File: src/rtl/wsb_pkg.sv
package wsb_pkg;
  // Index of the lowest clear bit among the first n bits; n when none is clear.
  function automatic int unsigned lowest_zero(input logic [31:0] bits, input int unsigned n);
    lowest_zero = n;
    for (int i = 31; i >= 0; i--) begin
      if (i < int'(n) && !bits[i]) lowest_zero = i;
    end
  endfunction

  // Width of an index able to address n items, never below one bit.
  function automatic int unsigned idx_width(input int unsigned n);
    idx_width = (n > 1) ? $clog2(n) : 1;
  endfunction
endpackage

File: src/rtl/wsb_slot_table.sv
module wsb_slot_table
  import wsb_pkg::*;
#(
  parameter int NW = 32,
  parameter int NS = 6,
  parameter int RW = 7,
  localparam int WW = idx_width(NW),
  localparam int SW = idx_width(NS)
) (
  input  logic          clk,
  input  logic          rst_n,
  input  logic          alloc_en,
  input  logic [WW-1:0] alloc_warp,
  input  logic [RW-1:0] alloc_reg,
  output logic [SW-1:0] alloc_slot,
  input  logic          rel_en,
  input  logic [WW-1:0] rel_warp,
  input  logic [SW-1:0] rel_slot,
  output logic          rel_ok,
  output logic          rel_bad,
  input  logic [WW-1:0] lk_warp,
  input  logic          lk_s0_v,
  input  logic [RW-1:0] lk_s0,
  input  logic          lk_s1_v,
  input  logic [RW-1:0] lk_s1,
  input  logic          lk_d_v,
  input  logic [RW-1:0] lk_d,
  output logic [NS-1:0] lk_vec,
  output logic [NW-1:0] full
);
  localparam int PADW = 2 ** SW;

  logic [NS-1:0] vld [NW];
  logic [RW-1:0] tag [NW][NS];
  logic [PADW-1:0] rel_row;

  assign alloc_slot = SW'(lowest_zero(32'(vld[alloc_warp]), NS));
  assign rel_row    = PADW'(vld[rel_warp]);
  assign rel_ok     = rel_en && rel_row[rel_slot];
  assign rel_bad    = rel_en && !rel_row[rel_slot];

  always_comb begin
    for (int s = 0; s < NS; s++) begin
      logic pend, fwd, h0, h1, hd;
      pend = vld[lk_warp][s] && !(rel_ok && rel_warp == lk_warp && rel_slot == SW'(s));
      fwd  = alloc_en && alloc_warp == lk_warp && alloc_slot == SW'(s);
      h0 = (pend && tag[lk_warp][s] == lk_s0) || (fwd && alloc_reg == lk_s0);
      h1 = (pend && tag[lk_warp][s] == lk_s1) || (fwd && alloc_reg == lk_s1);
      hd = (pend && tag[lk_warp][s] == lk_d)  || (fwd && alloc_reg == lk_d);
      lk_vec[s] = (lk_s0_v && h0) || (lk_s1_v && h1) || (lk_d_v && hd);
    end
  end

  for (genvar w = 0; w < NW; w++) begin : g_full
    assign full[w] = &vld[w];
  end

  always_ff @(posedge clk) begin
    if (!rst_n) begin
      for (int w = 0; w < NW; w++) vld[w] <= '0;
    end else begin
      if (rel_ok) vld[rel_warp][rel_slot] <= 1'b0;
      if (alloc_en) begin
        vld[alloc_warp][alloc_slot] <= 1'b1;
        tag[alloc_warp][alloc_slot] <= alloc_reg;
      end
    end
  end


  alloc_has_room_chk: assert property (@(posedge clk) disable iff (!rst_n)
    alloc_en |-> !full[alloc_warp]);

  alloc_marks_chk: assert property (@(posedge clk) disable iff (!rst_n)
    alloc_en |=> vld[$past(alloc_warp)][$past(alloc_slot)]);
endmodule

File: src/rtl/wsb_dep_buffer.sv
module wsb_dep_buffer
  import wsb_pkg::*;
#(
  parameter int NW = 32,
  parameter int NE = 2,
  parameter int NS = 6,
  parameter int RW = 7,
  localparam int WW = idx_width(NW),
  localparam int EW = idx_width(NE),
  localparam int SW = idx_width(NS),
  localparam int NT = NW * NE
) (
  input  logic          clk,
  input  logic          rst_n,
  input  logic          wr_en,
  input  logic [WW-1:0] wr_warp,
  input  logic [EW-1:0] wr_entry,
  input  logic [NS-1:0] wr_vec,
  input  logic          wr_dst_v,
  input  logic [RW-1:0] wr_dst,
  input  logic          iss_en,
  input  logic [WW-1:0] iss_warp,
  input  logic [EW-1:0] iss_entry,
  output logic          iss_dst_v,
  output logic [RW-1:0] iss_dst,
  input  logic          clr_en,
  input  logic [WW-1:0] clr_warp,
  input  logic [SW-1:0] clr_slot,
  input  logic [NW-1:0] full,
  output logic [NT-1:0] ready
);
  function automatic int unsigned ent(input logic [WW-1:0] w, input logic [EW-1:0] e);
    ent = int'(w) * NE + int'(e);
  endfunction

  logic          occ [NT];
  logic [NS-1:0] vec [NT];
  logic          dv  [NT];
  logic [RW-1:0] dst [NT];

  assign iss_dst_v = dv[ent(iss_warp, iss_entry)];
  assign iss_dst   = dst[ent(iss_warp, iss_entry)];

  for (genvar i = 0; i < NT; i++) begin : g_rdy
    assign ready[i] = occ[i] && (vec[i] == '0) && !(dv[i] && full[i / NE]);
  end

  always_ff @(posedge clk) begin
    if (!rst_n) begin
      for (int i = 0; i < NT; i++) begin
        occ[i] <= 1'b0;
        vec[i] <= '0;
        dv[i]  <= 1'b0;
      end
    end else begin
      if (clr_en) begin
        for (int e = 0; e < NE; e++) vec[int'(clr_warp) * NE + e][clr_slot] <= 1'b0;
      end
      if (iss_en) occ[ent(iss_warp, iss_entry)] <= 1'b0;
      if (wr_en) begin
        occ[ent(wr_warp, wr_entry)] <= 1'b1;
        vec[ent(wr_warp, wr_entry)] <= wr_vec;
        dv[ent(wr_warp, wr_entry)]  <= wr_dst_v;
        dst[ent(wr_warp, wr_entry)] <= wr_dst;
      end
    end
  end


  issue_ready_chk: assert property (@(posedge clk) disable iff (!rst_n)
    iss_en |-> ready[ent(iss_warp, iss_entry)]);
endmodule

File: src/rtl/wsb_scoreboard.sv
module wsb_scoreboard
  import wsb_pkg::*;
#(
  parameter int NW = 32,
  parameter int NE = 2,
  parameter int NS = 6,
  parameter int NR = 128,
  localparam int RW = idx_width(NR),
  localparam int WW = idx_width(NW),
  localparam int EW = idx_width(NE),
  localparam int SW = idx_width(NS),
  localparam int NT = NW * NE
) (
  input  logic          clk,
  input  logic          rst_n,
  input  logic          dec_valid,
  input  logic [WW-1:0] dec_warp,
  input  logic [EW-1:0] dec_entry,
  input  logic          dec_src0_v,
  input  logic [RW-1:0] dec_src0,
  input  logic          dec_src1_v,
  input  logic [RW-1:0] dec_src1,
  input  logic          dec_dst_v,
  input  logic [RW-1:0] dec_dst,
  input  logic          iss_valid,
  input  logic [WW-1:0] iss_warp,
  input  logic [EW-1:0] iss_entry,
  output logic [SW-1:0] iss_slot,
  input  logic          wb_valid,
  input  logic [WW-1:0] wb_warp,
  input  logic [SW-1:0] wb_slot,
  output logic [NT-1:0] ready,
  output logic [NW-1:0] warp_full,
  output logic          rel_err
);
  logic          iss_dst_v;
  logic [RW-1:0] iss_dst;
  logic          alloc_en;
  logic          rel_ok, rel_bad;
  logic [NS-1:0] dep_vec;
  logic [$clog2(NT)-1:0] dec_idx;

  assign alloc_en = iss_valid && iss_dst_v;
  assign dec_idx  = $clog2(NT)'(int'(dec_warp) * NE + int'(dec_entry));

  wsb_slot_table #(.NW(NW), .NS(NS), .RW(RW)) u_table (
    .clk(clk), .rst_n(rst_n),
    .alloc_en(alloc_en), .alloc_warp(iss_warp), .alloc_reg(iss_dst), .alloc_slot(iss_slot),
    .rel_en(wb_valid), .rel_warp(wb_warp), .rel_slot(wb_slot), .rel_ok(rel_ok), .rel_bad(rel_bad),
    .lk_warp(dec_warp), .lk_s0_v(dec_src0_v), .lk_s0(dec_src0), .lk_s1_v(dec_src1_v),
    .lk_s1(dec_src1), .lk_d_v(dec_dst_v), .lk_d(dec_dst), .lk_vec(dep_vec), .full(warp_full)
  );

  wsb_dep_buffer #(.NW(NW), .NE(NE), .NS(NS), .RW(RW)) u_buf (
    .clk(clk), .rst_n(rst_n),
    .wr_en(dec_valid), .wr_warp(dec_warp), .wr_entry(dec_entry), .wr_vec(dep_vec),
    .wr_dst_v(dec_dst_v), .wr_dst(dec_dst),
    .iss_en(iss_valid), .iss_warp(iss_warp), .iss_entry(iss_entry),
    .iss_dst_v(iss_dst_v), .iss_dst(iss_dst),
    .clr_en(rel_ok), .clr_warp(wb_warp), .clr_slot(wb_slot),
    .full(warp_full), .ready(ready)
  );

  always_ff @(posedge clk) begin
    if (!rst_n) rel_err <= 1'b0;
    else if (rel_bad) rel_err <= 1'b1;
  end


  err_sticky_chk: assert property (@(posedge clk) disable iff (!rst_n)
    rel_err |=> rel_err);

  dep_blocks_chk: assert property (@(posedge clk) disable iff (!rst_n)
    (dec_valid && dep_vec != '0) |=> !ready[$past(dec_idx)]);
endmodule

File: config.mk
export PLATFORM = sky130hd
export DESIGN_NAME = wsb_scoreboard
export DESIGN_NICKNAME = d
export VERILOG_FILES = /design/src/rtl/wsb_pkg.sv /design/src/rtl/wsb_slot_table.sv /design/src/rtl/wsb_dep_buffer.sv /design/src/rtl/wsb_scoreboard.sv
export SDC_FILE = /design/constraint.sdc
export NUM_CORES = 2
export LEC_CHECK = 0
export ABC_CLOCK_PERIOD_IN_PS = 22300
export BUFFER_PORTS_ARGS = -buffer_cell sky130_fd_sc_hd__buf_4
export CORE_AREA = 2 2 468 470
export CTS_CLUSTER_DIAMETER = 80
export CTS_CLUSTER_SIZE = 10
export DETAILED_ROUTE_END_ITERATION = 6
export DIE_AREA = 0 0 470 472
export PLACE_DENSITY_LB_ADDON = 0.08
export SYNTH_ARGS = -nofsm -noshare
export SYNTH_HDL_FRONTEND = slang
export SYNTH_SLANG_ARGS = --single-unit
export TNS_END_PERCENT = 50
File: constraint.sdc
create_clock -name clk -period 22.3 [get_ports clk]
set_input_delay 1.115 -clock clk [delete_from_list [all_inputs] [get_ports clk]]
set_output_delay 1.115 -clock clk [all_outputs]
set_load 0.005 [all_outputs]
==> Word-level counts from Yosys, hierarchy flattened <==
Memory sizes are Yosys's and may differ from the RTL's.
Index checks and enable logic that the tools add are counted.
{ "totals": {"wordCells": 581, "ram_bits": 2496, "memories": 6, "ff_bits": 1} }
{ "op_classes": {"n_reduce_logical": 479, "order_cmp": 6, "n_bitwise": 1, "n_addsub": 3, "mux": 52, "n_eq_ne": 33} }
{ "mem_list": {"columns": ["name", "words", "word_bits", "read_ports", "rd_ports_with_merged_regs", "wr", "line_no", "text"], "rows": [
  ["u_table.tag", 32, 42, 1, 0, 1, "wsb_slot_table.sv:34", "logic [RW-1:0] tag [NW][NS];"],
  ["u_buf.dst", 64, 7, 1, 0, 1, "wsb_dep_buffer.sv:39", "logic [RW-1:0] dst [NT];"],
  ["u_buf.vec", 64, 6, 64, 0, 64, "wsb_dep_buffer.sv:37", "logic [NS-1:0] vec [NT];"],
  ["u_table.vld", 32, 6, 35, 0, 32, "wsb_slot_table.sv:33", "logic [NS-1:0] vld [NW];"],
  ["u_buf.dv", 64, 1, 65, 0, 64, "wsb_dep_buffer.sv:38", "logic dv [NT];"],
  ["u_buf.occ", 64, 1, 64, 0, 64, "wsb_dep_buffer.sv:36", "logic occ [NT];"]
]} }
{ "op_table": {"columns": ["op", "count"], "rows": [
  ["$logic_not 6->1", 64],
  ["$logic_and 1x1->1", 272],
  ["$reduce_and 6->1", 32],
  ["$eq 7x7->1", 21],
  ["$mux 6", 17],
  ["$logic_not 1->1", 71],
  ["$mux 42", 1],
  ["$logic_or 1x1->1", 30],
  ["$reduce_or 6->1", 5],
  ["$demux 7 s3", 1],
  ["$mux 1", 21],
  ["$mux 3", 5],
  ["$add 6x1->6", 2],
  ["$eq 3x2->1 const B", 4],
  ["$eq 3x3->1 const B", 4],
  ["$eq 5x5->1", 2],
  ["$mux 5", 2],
  ["$lt 3x4->1 const B", 2],
  ["$mux 7", 1],
  ["$add 6x1->6 const B", 1],
  ["$demux 1 s3", 2],
  ["$eq 3x1->1 const B", 2],
  ["$ge 3x1->1 const B", 2],
  ["$logic_not 3->1", 2],
  ["other kinds (6)", 8]
]} }

==> Logic depth before layout (Yosys ltp) <==
An unclocked memory read counts as a cell.
{ "logic_depth": {"depth_word": 15, "ltp_mapped": 18, "mapped_depth_nobuf": 10} }

==> By module <==
Synthesis repeated with hierarchy kept, for this count alone.
{ "hier_totals": {"cells_unflattened": 7292, "area_unflattened_um2": 107416.8} }
{ "modules_own_cells": {"columns": ["mod", "cells_per_inst", "seq_area_each_um2", "n_inst", "area_each_um2"], "rows": [
  ["wsb_slot_table", 4006, 44202.4, 1, 66467.5],
  ["wsb_dep_buffer", 3283, 27546.4, 1, 40915.5],
  ["wsb_scoreboard", 3, 20.0, 1, 33.8]
]} }

==> Least setup slack after synthesis <==
OpenSTA, ideal clock, no wires.
{ "synth_path": {"path_kind": "input -> register", "from": "input iss_warp[1]", "to": "memory u_buf.vec[10][2] (data pin)", "n_path_buf": 6, "arrival_time_ns": 8.121, "path_stages": 16, "required_time_ns": 22.156, "slack_ns": 14.034, "path_cell_list": "buf_6 buf_4 buf_6 buf_4 buf_2 mux4_2 nand3_1 nand2_1 a221oi_1 nand4_1 xnor2_1 nand4_1 nor4_4 o311ai_4 buf_6 a21oi_2"} }
{ "synth_rtl": {"columns": ["item", "line_no", "text"], "rows": [
  ["start: declaration", "wsb_scoreboard.sv:26", "input logic [WW-1:0] iss_warp,"],
  ["end: declaration", "wsb_dep_buffer.sv:37", null]
]} }

==> impl_metrics.toml <==
[die]
coreArea_um2 = 217000
die_y_um = 472
start_util_pct = 49.9
row_count = 171
die_w_um = 470
die_area_um2 = 222000
io_pins = 149

[global_route]
grt_pass1_vias = 69600
grt_pass1_wl_um = 563000
antenna_found_initial = 26
grt_overflow = 0
track_usage_pct = 36.2
grt_max_degree = 126

[synth]
synthesis.nets = 7803
syn_inst = 7754
syn_area_um2 = 108000
synth_seq_cells = 2497
ys.flop_type = "edfxtp_1"
syn_area_per_cell_um2 = 13.9
synthArstFlopShare_pct = 0
synth_edf_count = 2176
yosys_warnings = 0
ys_types = 77
ys_seq_area_share_pct = 66.5

[hold_path]
holdCritPathClass = "register to register"

[place]
portBuffers = 148
hpwl_um = 262000
pre_cts_ws_ns = 13.36
gp_congestion = 1.03

[layout]
nets = 7752
drive_gt1_share_pct = 15.5
areaGrowthSynthToFinish_pct = 10.7
fillers = 17500

[clock_network]
clock_path_buffers = 4
cts_resized = 0
cts_root_buffer = "clkbuf_16"
numCtsBuffers = 301
holdBufCountCts = 0
h-tree-depth = 5
postCtsSetupRepairBufs = 0
cts_sinks = 2497
cts_tree = "built"
clk_pin_slew_worst_paths_ns = 0.05
clk_latency_ns = 0.96

[sta]
fin_setup_tns_ns = 0
worstMarginPinSlew_ns = 1.44
hold_viol = 0
min_period_ns = 8.17
slew_headroom_pct = 3.58
setup_viol = 0
fmax_ghz = 0.122
layout_setup_ws_ns = 14.13
min_period_over_period_pct = 36.6
finClkSkew_ns = 0.0660
slew_violations = 0
grt_setup_unrepaired = "no"

[critical_path]
arrival_ns = 8.81
rr_startpoint = "u_buf.dst[37][6]$_DFFE_PP_"
cp_max_fo = 117
r2r_cells = 12
worstSetupPathType = "input port to register"
rrSetupSlack_ns = 16.35
endpoint = "u_buf.vec[28][3]$_SDFFCE_PN0P_"
start_kind = "input port"
worstReg2RegEnd = "u_buf.vec[24][4]$_SDFFCE_PN0P_"
startpoint = "dec_warp[1]"
crit_path_end_kind = "register"
required_ns = 22.94

[route]
post_drt_wl_per_cell_um = 38.3
dr.pass1.iters = 7
drt-total-wl_um = 408000
drc_errors = 0
drt_iter0_drc = 10700
via_per_inst = 6.86
ant_nets = 0
vias = 73200

[job]
maxCapViolations = 0

[power]
powerDensity_nw_per_um2 = 85.0
ir_worst_vdd_mv = 0.0876
power.leakage_nw = 39.9
fin_total_pwr_mw = 10.2

[status]
status = "complete, no violations"
-- cell usage after synthesis (9+ instances only) --
cell       instances  area share, %
mux2_2            46           0.48
buf_4              9          0.063
o21ai_0          571            2.6
a31o_2            32           0.26
nand3b_1           9          0.063
nand4_1           76           0.44
or4b_2            12           0.11
nor2_1           276           0.96
a221oi_1          27           0.22
nand3_1          121           0.56
a21oi_2          300            2.4
nor3_1            84           0.39
o22ai_1          446            2.6
buf_2             76           0.35
and3_1            10          0.058
xnor2_1          106           0.86
buf_1            122           0.42
and2_1            75           0.43
nand4b_1          13           0.11
nand2b_1          10          0.058
nand2_1          450            1.6
xor2_1            51           0.41
clkbuf_1         426            1.5
edfxtp_1        2176             61
buf_6             40           0.42
a31oi_1           12          0.070
dfxtp_1          321            6.0
mux4_2           111            2.3
inv_1             77           0.27
a32oi_1            9          0.073
a22oi_1           29           0.20
a22o_1             9          0.073
nor4b_1           65           0.53
a221o_1           15           0.14
nor4_1           110           0.64
a21oi_1          173           0.80
o211ai_1         227            1.6
nand4bb_1         11           0.11
nor2b_1           23           0.13
mux2i_1          890            8.2
-- how the worst min path moves through the flow --
stage                                     start                     to  slack [ns]  cells after the start
after floorplan            u_buf.occ[0]$_DFF_P_   u_buf.occ[0]$_DFF_P_        0.45                      2
after global placement    u_buf.occ[20]$_DFF_P_  u_buf.occ[20]$_DFF_P_        0.46                      2
after detailed placement   rel_err$_SDFFE_PN0P_   rel_err$_SDFFE_PN0P_        0.46                      1
after CTS                 u_buf.occ[20]$_DFF_P_  u_buf.occ[20]$_DFF_P_        0.47                      2
after global routing      u_buf.occ[20]$_DFF_P_  u_buf.occ[20]$_DFF_P_        0.48                      2
final                     u_buf.occ[18]$_DFF_P_  u_buf.occ[18]$_DFF_P_        0.47                      2
-- flip-flops by register name (all words and copies together) (netlist names) --
| signal | cells |
|---|---|
| u_table.tag | 1344 |
| u_buf.occ | 64 |
| u_buf.dst | 448 |
| u_buf.vec | 384 |
| u_table.vld | 192 |
| rel_err | 1 |
| u_buf.dv | 64 |
-- worst max-delay path: stages --
cell,delay (ns)
buf_8,0.53
buf_4,0.82
buf_4,0.87
buf_4,0.65
buf_12,0.62
mux2i_1,0.27
o22ai_1,0.11
nor4_1,0.71
nand2_1,0.28
xor2_1,0.19
nor4_1,0.07
nand4_1,0.09
o21ai_0,0.17
o21ai_4,0.20
buf_4,0.64
buf_4,0.64
a21oi_1,0.15
-- area by class of cell --
cell class | instances | area, µm² | share of cell area, %
Inverter | 80 | 325 | 0.272
Tap cell | 2854 | 3570 | 2.99
Sequential cell | 2497 | 71800 | 60.0
Timing Repair Buffer | 320 | 2460 | 2.06
Clock inverter | 11 | 98.8 | 0.0827
Antenna cell | 10 | 25.0 | 0.0209
Multi-Input combinational cell | 4503 | 33300 | 27.8
Clock buffer | 399 | 8040 | 6.72
-- layer usage --
metal	wire length, µm	track usage, %
met1	157000	48.6
met2	184000	55.3
met3	43600	8.13
met4	23900	18.6
met5	46	0
-- where the power goes --
part	total (mW)	internal (mW)	switching, mW	leakage [nW]
Clock	4.30	2.48	1.82	3.95
Sequential	5.20	5.19	0.00968	22.9
Combinational	0.654	0.163	0.491	13.1
Total	10.2	7.84	2.32	39.9
-- cell families (layout without fill, tap and decap cells) --
| kind of cell | count (synthesis) | in the layout | share of synthesized area (%) |
|---|---|---|---|
| AOI/OAI and AO/OA | 1910 | 1910 | 11.6 |
| xor gates and xnor gates | 157 | 157 | 1.27 |
| buffers and inverters | 754 | 810 | 3.02 |
| DFF | 2497 | 2497 | 66.5 |
| muxes | 1051 | 1051 | 11.1 |
| other | 0 | 10 | 0 |
| and+or+nand+nor | 1385 | 1385 | 6.52 |
-- per-stage QoR --
stage | util (%) | area (µm²) | hold slack, ns | instances
after floorplan | - | 108000 | 0.450 | 7754
after global placement | 51.4 | 111000 | 0.458 | 10300
after detailed placement | 51.4 | 111000 | 0.463 | 10300
after CTS | 55.2 | 120000 | 0.475 | 10700
after global routing | 55.2 | 120000 | 0.480 | 10700
final | 55.2 | 120000 | 0.473 | 10700
-- cells in the final DEF, fill, tap and decap left out, types with 227 or more instances in the layout --
cell type and instances:
edfxtp_1 2176, buf_4 312, clkbuf_16 307, o21ai_0 571, a21oi_2 300, o211ai_1 227, o22ai_1 446, dfxtp_1 321
mux2i_1 890, nand2_1 440, nor2_1 267
Power figures use the tool's default switching activity.
